==> src/rtl/scl_sync_pkg.sv <==
package scl_sync_pkg;

    typedef enum logic [2:0] {
        PH_IDLE,
        PH_PULL,
        PH_LOW,
        PH_WAIT,
        PH_HIGH
    } scl_phase_e;

    typedef struct packed {
        logic load;
        logic sel_high;
    } cnt_ctrl_t;

    function automatic logic phase_drives(input scl_phase_e ph);
        return (ph == PH_PULL) || (ph == PH_LOW);
    endfunction

endpackage

==> src/rtl/scl_in_sync.sv <==
module scl_in_sync #(
    parameter int STAGES = 2
) (
    input  logic clk,
    input  logic rst,
    input  logic d,
    output logic q
);
    generate
        if (STAGES <= 1) begin : g_single
            logic s_q;
            always_ff @(posedge clk) begin
                if (rst) s_q <= 1'b1;
                else     s_q <= d;
            end
            assign q = s_q;
        end else begin : g_chain
            logic [STAGES-1:0] sh_q;
            always_ff @(posedge clk) begin
                if (rst) sh_q <= '1;
                else     sh_q <= {sh_q[STAGES-2:0], d};
            end
            assign q = sh_q[STAGES-1];
        end
    endgenerate
endmodule

==> src/rtl/scl_phase_counter.sv <==
module scl_phase_counter #(
    parameter int CNT_W = 8
) (
    input  logic             clk,
    input  logic             rst,
    input  logic             load,
    input  logic [CNT_W-1:0] load_val,
    output logic             last
);
    localparam logic [CNT_W-1:0] ONE = CNT_W'(1);

    logic [CNT_W-1:0] cnt_q;

    always_ff @(posedge clk) begin
        if (rst)                cnt_q <= '0;
        else if (load)          cnt_q <= load_val;
        else if (cnt_q != '0)   cnt_q <= cnt_q - ONE;
    end

    assign last = (cnt_q <= ONE);
endmodule

==> src/rtl/scl_phase_fsm.sv <==
module scl_phase_fsm
    import scl_sync_pkg::*;
(
    input  logic      clk,
    input  logic      rst,
    input  logic      en,
    input  logic      scl_seen,
    input  logic      cnt_last,
    output cnt_ctrl_t cnt_ctrl,
    output logic      drive_low,
    output logic      rise_tick,
    output logic      fall_tick
);
    scl_phase_e ph_q, ph_d;
    logic       rise_q, fall_q;

    always_comb begin
        ph_d     = ph_q;
        cnt_ctrl = '0;
        unique case (ph_q)
            PH_IDLE: ph_d = PH_PULL;
            PH_PULL: if (!scl_seen) begin
                ph_d     = PH_LOW;
                cnt_ctrl = '{load: 1'b1, sel_high: 1'b0};
            end
            PH_LOW:  if (cnt_last) ph_d = PH_WAIT;
            PH_WAIT: if (scl_seen) begin
                ph_d     = PH_HIGH;
                cnt_ctrl = '{load: 1'b1, sel_high: 1'b1};
            end
            PH_HIGH: if (!scl_seen) begin
                ph_d     = PH_LOW;
                cnt_ctrl = '{load: 1'b1, sel_high: 1'b0};
            end else if (cnt_last) begin
                ph_d = PH_PULL;
            end
            default: ph_d = PH_IDLE;
        endcase
        if (!en) begin
            ph_d     = PH_IDLE;
            cnt_ctrl = '0;
        end
    end

    always_ff @(posedge clk) begin
        if (rst) begin
            ph_q   <= PH_IDLE;
            rise_q <= 1'b0;
            fall_q <= 1'b0;
        end else begin
            ph_q   <= ph_d;
            rise_q <= (ph_d == PH_HIGH) && (ph_q != PH_HIGH);
            fall_q <= phase_drives(ph_d) && !phase_drives(ph_q);
        end
    end

    assign drive_low = phase_drives(ph_q);
    assign rise_tick = rise_q;
    assign fall_tick = fall_q;
endmodule

==> src/rtl/scl_clock_sync.sv <==
module scl_clock_sync
    import scl_sync_pkg::*;
#(
    parameter int CNT_W       = 8,
    parameter int SYNC_STAGES = 2
) (
    input  logic             clk,
    input  logic             rst,
    input  logic             en,
    input  logic [CNT_W-1:0] low_cnt,
    input  logic [CNT_W-1:0] high_cnt,
    input  logic             scl_in,
    output logic             scl_drive_low,
    output logic             rise_tick,
    output logic             fall_tick
);
    logic      scl_seen;
    logic      cnt_last;
    cnt_ctrl_t cnt_ctrl;

    scl_in_sync #(.STAGES(SYNC_STAGES)) u_sync (
        .clk (clk),
        .rst (rst),
        .d   (scl_in),
        .q   (scl_seen)
    );

    scl_phase_counter #(.CNT_W(CNT_W)) u_cnt (
        .clk      (clk),
        .rst      (rst),
        .load     (cnt_ctrl.load),
        .load_val (cnt_ctrl.sel_high ? high_cnt : low_cnt),
        .last     (cnt_last)
    );

    scl_phase_fsm u_fsm (
        .clk       (clk),
        .rst       (rst),
        .en        (en),
        .scl_seen  (scl_seen),
        .cnt_last  (cnt_last),
        .cnt_ctrl  (cnt_ctrl),
        .drive_low (scl_drive_low),
        .rise_tick (rise_tick),
        .fall_tick (fall_tick)
    );
endmodule

==> config.mk <==
export PLATFORM = sky130hd
export DESIGN_NAME = scl_clock_sync
export DESIGN_NICKNAME = d
export VERILOG_FILES = /design/src/rtl/scl_sync_pkg.sv /design/src/rtl/scl_in_sync.sv /design/src/rtl/scl_phase_counter.sv /design/src/rtl/scl_phase_fsm.sv /design/src/rtl/scl_clock_sync.sv
export SDC_FILE = /design/constraint.sdc
export NUM_CORES = 1
export LEC_CHECK = 0
export ABC_AREA = 1
export BUFFER_PORTS_ARGS = -buffer_cell sky130_fd_sc_hd__buf_2
export CAP_MARGIN = 30
export CORE_MARGIN = 5
export CORE_UTILIZATION = 40
export DETAILED_ROUTE_END_ITERATION = 12
export REMOVE_ABC_BUFFERS = 1
export SLEW_MARGIN = 20
export SYNTH_ARGS = -nofsm -noshare
export SYNTH_HDL_FRONTEND = slang
export SYNTH_SLANG_ARGS = --single-unit
export TNS_END_PERCENT = 30
==> constraint.sdc <==
create_clock -name clk -period 2.2 [get_ports clk]
set_clock_uncertainty 0.2 [all_clocks]
set_input_delay 0.22 -clock clk [delete_from_list [all_inputs] [get_ports clk]]
set_output_delay 0.22 -clock clk [all_outputs]
set_load 0.05 [all_outputs]
After elaboration in Yosys (flattened, before gate mapping)
Cells that the tools add are included.
- register bits: 15
- output and inout port bits: 3
- word-level logic and storage cells: 38
- add/sub/neg operators: 1
- order comparisons: 1
- equality and inequality tests: 8
- multiplexer cells: 14
- reductions and logical operators: 9
- operators with widths (kind ; count):
    $mux W8 ; 3
    $mux W3 ; 6
    $pmux W3 S5 ; 1
    $eq A3 B2 Y1 const B ; 3
    $le A8 B1 Y1 const B ; 1
    $reduce_bool A8 Y1 ; 1
    $sub A8 B1 Y8 const B ; 1
    $eq A3 B1 Y1 const B ; 2
    $eq A3 B3 Y1 const B ; 2
    $mux W2 ; 3
    $pmux W2 S2 ; 1
    $logic_not A3 Y1 ; 1
    $ne A3 B3 Y1 const B ; 1
    $logic_and A1 B1 Y1 ; 2
    $logic_or A1 B1 Y1 ; 2
    $reduce_bool A2 Y1 ; 1
    $reduce_or A2 Y1 ; 1
    $logic_not A1 Y1 ; 1

Depth between registers and ports, before layout
Gate-level depths: netlist of the first run.
- depth in word-level cells: 8
- depth in mapped cells: 10
- gate-level depth less buffers: 10

Hierarchy
A second synthesis of the first run with hierarchy kept.
- cell total of the unflattened synthesis: 165
- area total of the unflattened synthesis: 1019.7 um2
- modules (own cells, without submodules) (module ; times used ; cells an instance ; area each (um2)):
    scl_phase_counter ; 1 ; 84 ; 566.8
    scl_phase_fsm ; 1 ; 48 ; 289.0
    scl_clock_sync ; 1 ; 26 ; 105.1
    scl_in_sync ; 1 ; 7 ; 58.8

Worst setup path after synthesis of the first run
Ideal clock, no wire load.
- path type: reg2reg
- start: register u_fsm.ph_q[1]
- end: register u_fsm.fall_q, in the netlist u_fsm.fall_tick
- library setup time: 117 ps
- data arrival time: 1579 ps
- required time: 1883 ps
- setup slack: 305 ps
- stages on the path, launching flop included: 7
- buffers on the path: 1
- period minus slack after synthesis: 1895 ps
- cell sequence: dfxtp_1 buf_2 o21ai_0 a21oi_1 nor2_1 nand2_1 a21oi_1
- RTL lines (element ; line ; text):
    from (decl) ; scl_phase_fsm.sv:14 ; scl_phase_e ph_q, ph_d;
    from (signal assigned) ; scl_phase_fsm.sv:51 ; ph_q <= ph_d;
    $eq A3 B1 Y1 or $eq A3 B2 Y1 (tied branches) ; n/a ;
    $logic_or A1 B1 Y1 (*) ; n/a ;
    named net scl_drive_low ; scl_clock_sync.sv:13 ; output logic scl_drive_low,
    $logic_not A1 Y1 (*) ; scl_phase_fsm.sv:53 ; fall_q <= phase_drives(ph_d) && !phase_drives(ph_q);
    $logic_and A1 B1 Y1 (*) ; scl_phase_fsm.sv:53 ;
    to (signal assigned) ; scl_phase_fsm.sv:53 ;
    to (decl) ; scl_phase_fsm.sv:15 ; logic rise_q, fall_q;
The timed path passes the listed nets; every way through them passes the cells marked *.
A chain may end at the register's enable or synchronous reset.

Worst setup path in the final report of the first run
- start: register u_fsm.ph_q[1]
- end: output scl_drive_low
- cells in the longest elaborated chain, start to end: 2
- RTL lines (element ; line ; text):
    $eq A3 B1 Y1 or $eq A3 B2 Y1 (tied branches) ; scl_sync_pkg.sv:17 ; return (ph == PH_PULL) || (ph == PH_LOW);
    $logic_or A1 B1 Y1 (*) ; scl_sync_pkg.sv:17 ;
    to (decl) ; scl_clock_sync.sv:13 ;
Every way passes the cells marked *; elsewhere a longest branch is shown, timed or not.

==> results of run 1 <==
## cell type report
| class | instances | area [um^2] |
|---|---|---|
| fillers | 264 | 1270 |
| multi-input cells | 130 | 652 |
| flip-flops and latches | 15 | 300 |
| repair buffers | 23 | 120 |
| inverters | 18 | 68.8 |
| well taps | 30 | 37.5 |
| clock buffers | 3 | 22.5 |
| clock inverters | 1 | 7.51 |
## critical path, delay by kind of cell, from the launching register on
family                 cells  cell delay, ns
DFF                        1            0.54
AOI/OAI and AO/OA          2            0.35
buffers and inverters      1            0.29
## path summary, 6_finish.rpt
kind / to / slack [ns] / cells past startpoint / start
setup / recovery: scl_drive_low / 0.30 / 3 / u_fsm.ph_q[1]
hold / removal: u_fsm.ph_q[1] / 0.03 / 2 / rst
setup reg to reg: u_cnt.cnt_q[1] / 0.54 / 7 / u_fsm.ph_q[1]
hold reg to reg: u_sync.g_chain.sh_q[1] / 0.22 / 1 / u_sync.g_chain.sh_q[0]
## sequential cells by signal, indices dropped and copies added (netlist names)
register / cells
u_fsm.fall_tick: 1
u_sync.g_chain.sh_q: 2
u_fsm.rise_tick: 1
u_fsm.ph_q: 3
u_cnt.cnt_q: 8
## metal layers
metal / vias to the layer above / GRT usage / wire length (um)
met5: - / 0 / 0
met4: 0 / 0.0650 / 46
met3: 5 / 0.0255 / 150
met2: 30 / 0.234 / 954
met1: 458 / 0.195 / 1190
li1: 581 / - / -
## cells in the mapped netlist
master / count / area share
nand3_1: 12 / 0.058
o21ai_1: 2 / 0.0096
nor3_1: 3 / 0.014
ha_1: 3 / 0.036
o21ai_0: 6 / 0.029
nor2_2: 1 / 0.0060
clkbuf_1: 2 / 0.0072
xnor2_1: 1 / 0.0084
nor2_1: 25 / 0.090
nand2_1: 56 / 0.20
nand4_2: 1 / 0.012
nand3_4: 1 / 0.017
dfxtp_1: 15 / 0.29
nand2_8: 1 / 0.019
inv_2: 4 / 0.014
a21oi_1: 5 / 0.024
or2_2: 2 / 0.012
nand4_1: 6 / 0.036
and3_1: 1 / 0.0060
clkinv_2: 1 / 0.0048
nand4_4: 1 / 0.020
nand2_4: 1 / 0.011
nand2_2: 1 / 0.0060
buf_2: 2 / 0.0096
nand3_2: 1 / 0.0096
inv_1: 13 / 0.047
## repair_timing
| action | 4_1_cts | 5_1_grt |
|---|---|---|
| endpoints found under the setup margin | 0 | 0 |
| hold buffers | 1 | 0 |
| endpoints found under the hold margin | 1 | 0 |
| gates resized for setup | 0 | 0 |
## per-stage QoR
stage	setup WS, ns	hold WS (ns)	power, uW	std cells	cell area (um^2)
2_1_floorplan	0.275	0.0915	934	163	1020
3_3_place_gp	0.595	0.194	1070	215	1170
3_5_place_dp	0.580	0.202	1080	215	1170
4_1_cts	0.300	0.0350	1250	220	1210
5_1_grt	0.174	0.0185	1380	220	1210
6_report	0.303	0.0294	1250	220	1210
## report_power, final
group          internal [uW]  leakage, uW  switching (uW)  total, uW
Sequential               339     0.000124            50.7        390
Combinational            261     0.000481             428        689
Clock                   69.3    0.0000139             106        175
Total                    669     0.000619             585       1250
## kinds of logic (layout without fill, tap and decap cells)
kind of cell	Yosys count	count (layout)	synth area share
AOI/OAI and AO/OA	13	13	0.0626
xor gates and xnor gates	1	1	0.00844
adders and majority gates	3	3	0.0361
buffers and inverters	22	45	0.0831
DFF	15	15	0.289
and+or+nand+nor	113	113	0.520
==> results.md, run 1 <==
* Status: complete, no violations
* Die area at about 0.0037 mm^2
* # diodes at 0
* Vias at 1074
* Worst Path Max Fanout at 8
* Post-synthesis instance area at slightly above 0.001 mm^2
* DR pass1 iterations at 4
* Setup TNS at 0 ns
* Max Clock Freq at ~530 MHz
* Area Growth Syn to Fin at 16.4%
* Post-CTS setup buffer count at 0
* Max clock buf depth at 2
* Min-delay worst type: input pin to register
* Hold Fails Final Rpt at 0
* All-layer global routing usage at 0.147
* Warnings, synthesis at 0
* # rows at 18
* Pwr Density at 1040 mW/mm^2
* Starting Density at 0.419
* CP endpoint kind: output pin
* CTS sink cnt at 15
* RSZ-0062 raised after global routing: false
* Critical path arrival at 1.48 ns
* Grt total ovfl at 0
* Num CTS Buffers at 3
* Crit-path cells: o21ai_0, a21oi_1, buf_2
* Worst-margin pin slew at about 0.36 ns
* Commonest non-fill, non-tap cells in the layout: nand2_1, nor2_1, buf_2
* Chip height at slightly above 60 um
* Drt drc at 0
* Global-route wire length before repair at between 4000 and 5000 um
* CP startpoint kind: register
* Worst VDD drop at roughly 0.60 mV
* TritonCTS clock tree: done
* # IOs at 23
* Clk slew on worst S/H paths at between 0.1 and 0.15 ns
* Minimum clock period at 1.90 ns
* Mean Syn Cell Area at around 6.2 um^2
* Yosys reg bits at 15
* Setup CP Type: register to output pin
* CP Data Required Time at 1.78 ns
* Routability cong. at between 0.7 and 0.8
* Cell count after synthesis at about 170
* Post-Route WL at between 2000 and 2500 um
* Most common cell after layout, fill and taps aside: nand2_1
* Width of the die at just over 60 um
* Initial antenna violation count at 0
* Number of max-cap violations at 0
* Core area at 0.00248 mm^2
* Leak Pwr at between 0.0006 and 0.0007 uW
* Fraction of layout cells with a size suffix above 1 at 0.216
* Vias in the first global route at approximately 1000
* Slew Viols, Final at 0
* Crit-path max cell delay at between 0.5 and 0.6 ns
* Endpoints failing setup at 0
* Count of cell types in the netlist at 26
* 1st-iter DRT viols at 37
* Nets at around 210
* Routed Antenna Nets at 0
* Slowest cell on crit path: dfxtp_1
* Port Buffers at 22
* Final core occ at 0.488
* Post-route clock period utilization at 0.862
* CTS H-tree depth at 1
* Seq/Total Area, Yosys at 0.289
* DPL Wire Length at around 1900 um
* Largest net degree at the start of global routing at 16
* Worst-Skew Late Latency at about 0.30 ns
* Slew headroom at 0.757
* Drt wl/cell at approximately 11 um
* Root Driver: clkbuf_4
* Vias per inst at slightly below 5
Note: power is estimated with default switching activity, not from simulation.
==> run 2: changes to the inputs <==
==> constraint.sdc (replaced) <==
create_clock -name clk -period 1.8 [get_ports clk]
set_clock_uncertainty 0.2 [all_clocks]
set_input_delay 0.18 -clock clk [delete_from_list [all_inputs] [get_ports clk]]
set_output_delay 0.18 -clock clk [all_outputs]
set_load 0.05 [all_outputs]
==> results.md, run 2 (same netlist as run 1, synthesis figures left out) <==
* Status: complete, no violations (unchanged)
* Width of the die at 61.0 um (unchanged)
* Number of max-cap violations at 0 (unchanged)
* Initial antenna violation count at 0 (unchanged)
* Drt wl/cell at 10.4 um (was 10.6 um)
* Setup CP Type: register to output pin (unchanged)
* Final core occ at 0.502 (was 0.488)
* All-layer global routing usage at 0.149 (was 0.147)
* Clk slew on worst S/H paths at 0.10 ns (was 0.11 ns)
* Max clock buf depth at 2 (unchanged)
* Largest regs: u_cnt.cnt_q x8, u_fsm.ph_q x3, u_sync.g_chain.sh_q x2 (unchanged)
* Setup TNS at 0 ns (unchanged)
* Chip height at 61.0 um (unchanged)
* Area Growth Syn to Fin at 19.6% (was 16.4%)
* Leak Pwr at 0.000642 uW (was 0.000619 uW)
* Crit-path max cell delay at 0.38 ns (was 0.54 ns)
* TritonCTS clock tree: done (unchanged)
* Grt total ovfl at 0 (unchanged)
* Slowest cell on crit path: dfxtp_1 (unchanged)
* Num CTS Buffers at 3 (unchanged)
* Drt drc at 0 (unchanged)
* Critical path arrival at 1.36 ns (was 1.48 ns)
* Nets at 218 (was 214)
* Most common cell after layout, fill and taps aside: nand2_1 (unchanged)
* Minimum clock period at approximately 1.7 ns
* Largest net degree at the start of global routing at 15 (was 16)
* # diodes at 0 (unchanged)
* DPL Wire Length at 1840 um (was 1880 um)
* Post-Route WL at 2340 um (about the same)
* DR pass1 iterations at 4 (unchanged)
* Core area at 0.00248 mm^2 (unchanged)
* Starting Density at 0.419 (unchanged)
* Finished Cell Area at 0.00124 mm^2 (was 0.00121 mm^2)
* Worst Path Max Fanout at 5 (was 8)
* Routed Antenna Nets at 0 (unchanged)
* # IOs at 23 (unchanged)
* Hold Fails Final Rpt at 0 (unchanged)
* Fraction of layout cells with a size suffix above 1 at 0.232 (was 0.216)
* Vias in the first global route at 1010 (was 1004)
* Pwr Density at 1240 mW/mm^2 (was 1040 mW/mm^2)
* CP startpoint kind: register (unchanged)
* Post-route clock period utilization at 0.966
* Min-delay worst type: input pin to register (unchanged)
* Worst-Skew Late Latency at 0.30 ns (about the same)
* Worst-margin pin slew at 0.275 ns (was 0.364 ns)
* Global-route wire length before repair at 4200 um (was 4090 um)
* Port Buffers at 22 (unchanged)
* CP Data Required Time at 1.42 ns (was 1.78 ns)
* CP endpoint kind: output pin (unchanged)
* Max reg flops at 8 (unchanged)
* CTS H-tree depth at 1 (unchanged)
* Slew headroom at 0.817 (was 0.757)
* Post-DP Area at 0.00118 mm^2 (was 0.00117 mm^2)
* Routability cong. at 0.809 (was 0.787)
* Post-route total power at 1540 uW (was 1250 uW)
* Vias per inst at 4.72 (was 4.88)
* CTS sink cnt at 15 (unchanged)
* 1st-iter DRT viols at 24 (was 37)
* Worst VDD drop at 0.623 mV (was 0.598 mV)
* Vias at 1057 (was 1074)
* Reg with most FFs: u_cnt.cnt_q (unchanged)
* Root Driver: clkbuf_4 (unchanged)
* Die area at 0.00372 mm^2 (unchanged)
* Commonest non-fill, non-tap cells in the layout: nand2_1, nor2_1, buf_2 (unchanged)
* Slew Viols, Final at 0 (unchanged)
* Max Clock Freq at ~570 MHz
* Endpoints failing setup at 0 (unchanged)
* Crit-path cells: inv_2, o21ai_0, a21oi_1, buf_4 (was o21ai_0, a21oi_1, buf_2)
* # rows at 18 (unchanged)
[run 2: metal layers]
metal / track usage / vias to the layer above / wire, um
li1: - / 584 / -
met1: 0.209 / 440 / 1230
met2: 0.221 / 28 / 941
met3: 0.0234 / 5 / 111
met4: 0.0743 / 0 / 50
met5: 0 / - / 0
[run 2: worst max-delay path: cells and delay by family (launching register included)]
kind	cells	cell delay, ns
flops	1	0.38
buf+inv	2	0.37
compound gates	2	0.31
[run 2: stage by stage]
step	hold WS, ns	instances	setup slack, ns
floorplan	0.0515	163	-0.125
finish	0.0271	224	0.0603
global route	0.0489	224	-0.00578
global placement	0.168	217	0.199
CTS	0.0304	223	0.0366
detailed placement	0.167	217	0.182
[run 2: final cells by class]
type                    count  area, um^2
clock buffers               3        22.5
clock inverters             1        5.00
fillers                   271        1230
inverters                  18        68.8
multi-input cells         130         652
flip-flops and latches     15         302
well taps                  30        37.5
repair buffers             27         155
[run 2: repair_timing]
item | CTS | global route
hold endpoints to repair | 2 | 0
resized for setup | 1 | 2
setup endpoints to repair | 1 | 1
gates cloned | 0 | 0
hold buffers | 2 | 0
setup buffers | 0 | 1
[run 2: path summary, 6_finish.rpt]
kind	startpoint	end	slack, ns	cells after the start
hold reg to reg	u_sync.g_chain.sh_q[0]	u_sync.g_chain.sh_q[1]	0.22	1
setup reg to reg	u_cnt.cnt_q[0]	u_cnt.cnt_q[0]	0.17	8
setup / recovery	u_fsm.ph_q[2]	scl_drive_low	0.06	4
hold / removal	high_cnt[0]	u_cnt.cnt_q[0]	0.03	4
[run 2: report_power, final]
group          leakage (uW)  internal [uW]  switching, uW
clock network     0.0000177           82.9            124
logic              0.000500            340            513
registers          0.000124            415           60.4
total              0.000642            837            698
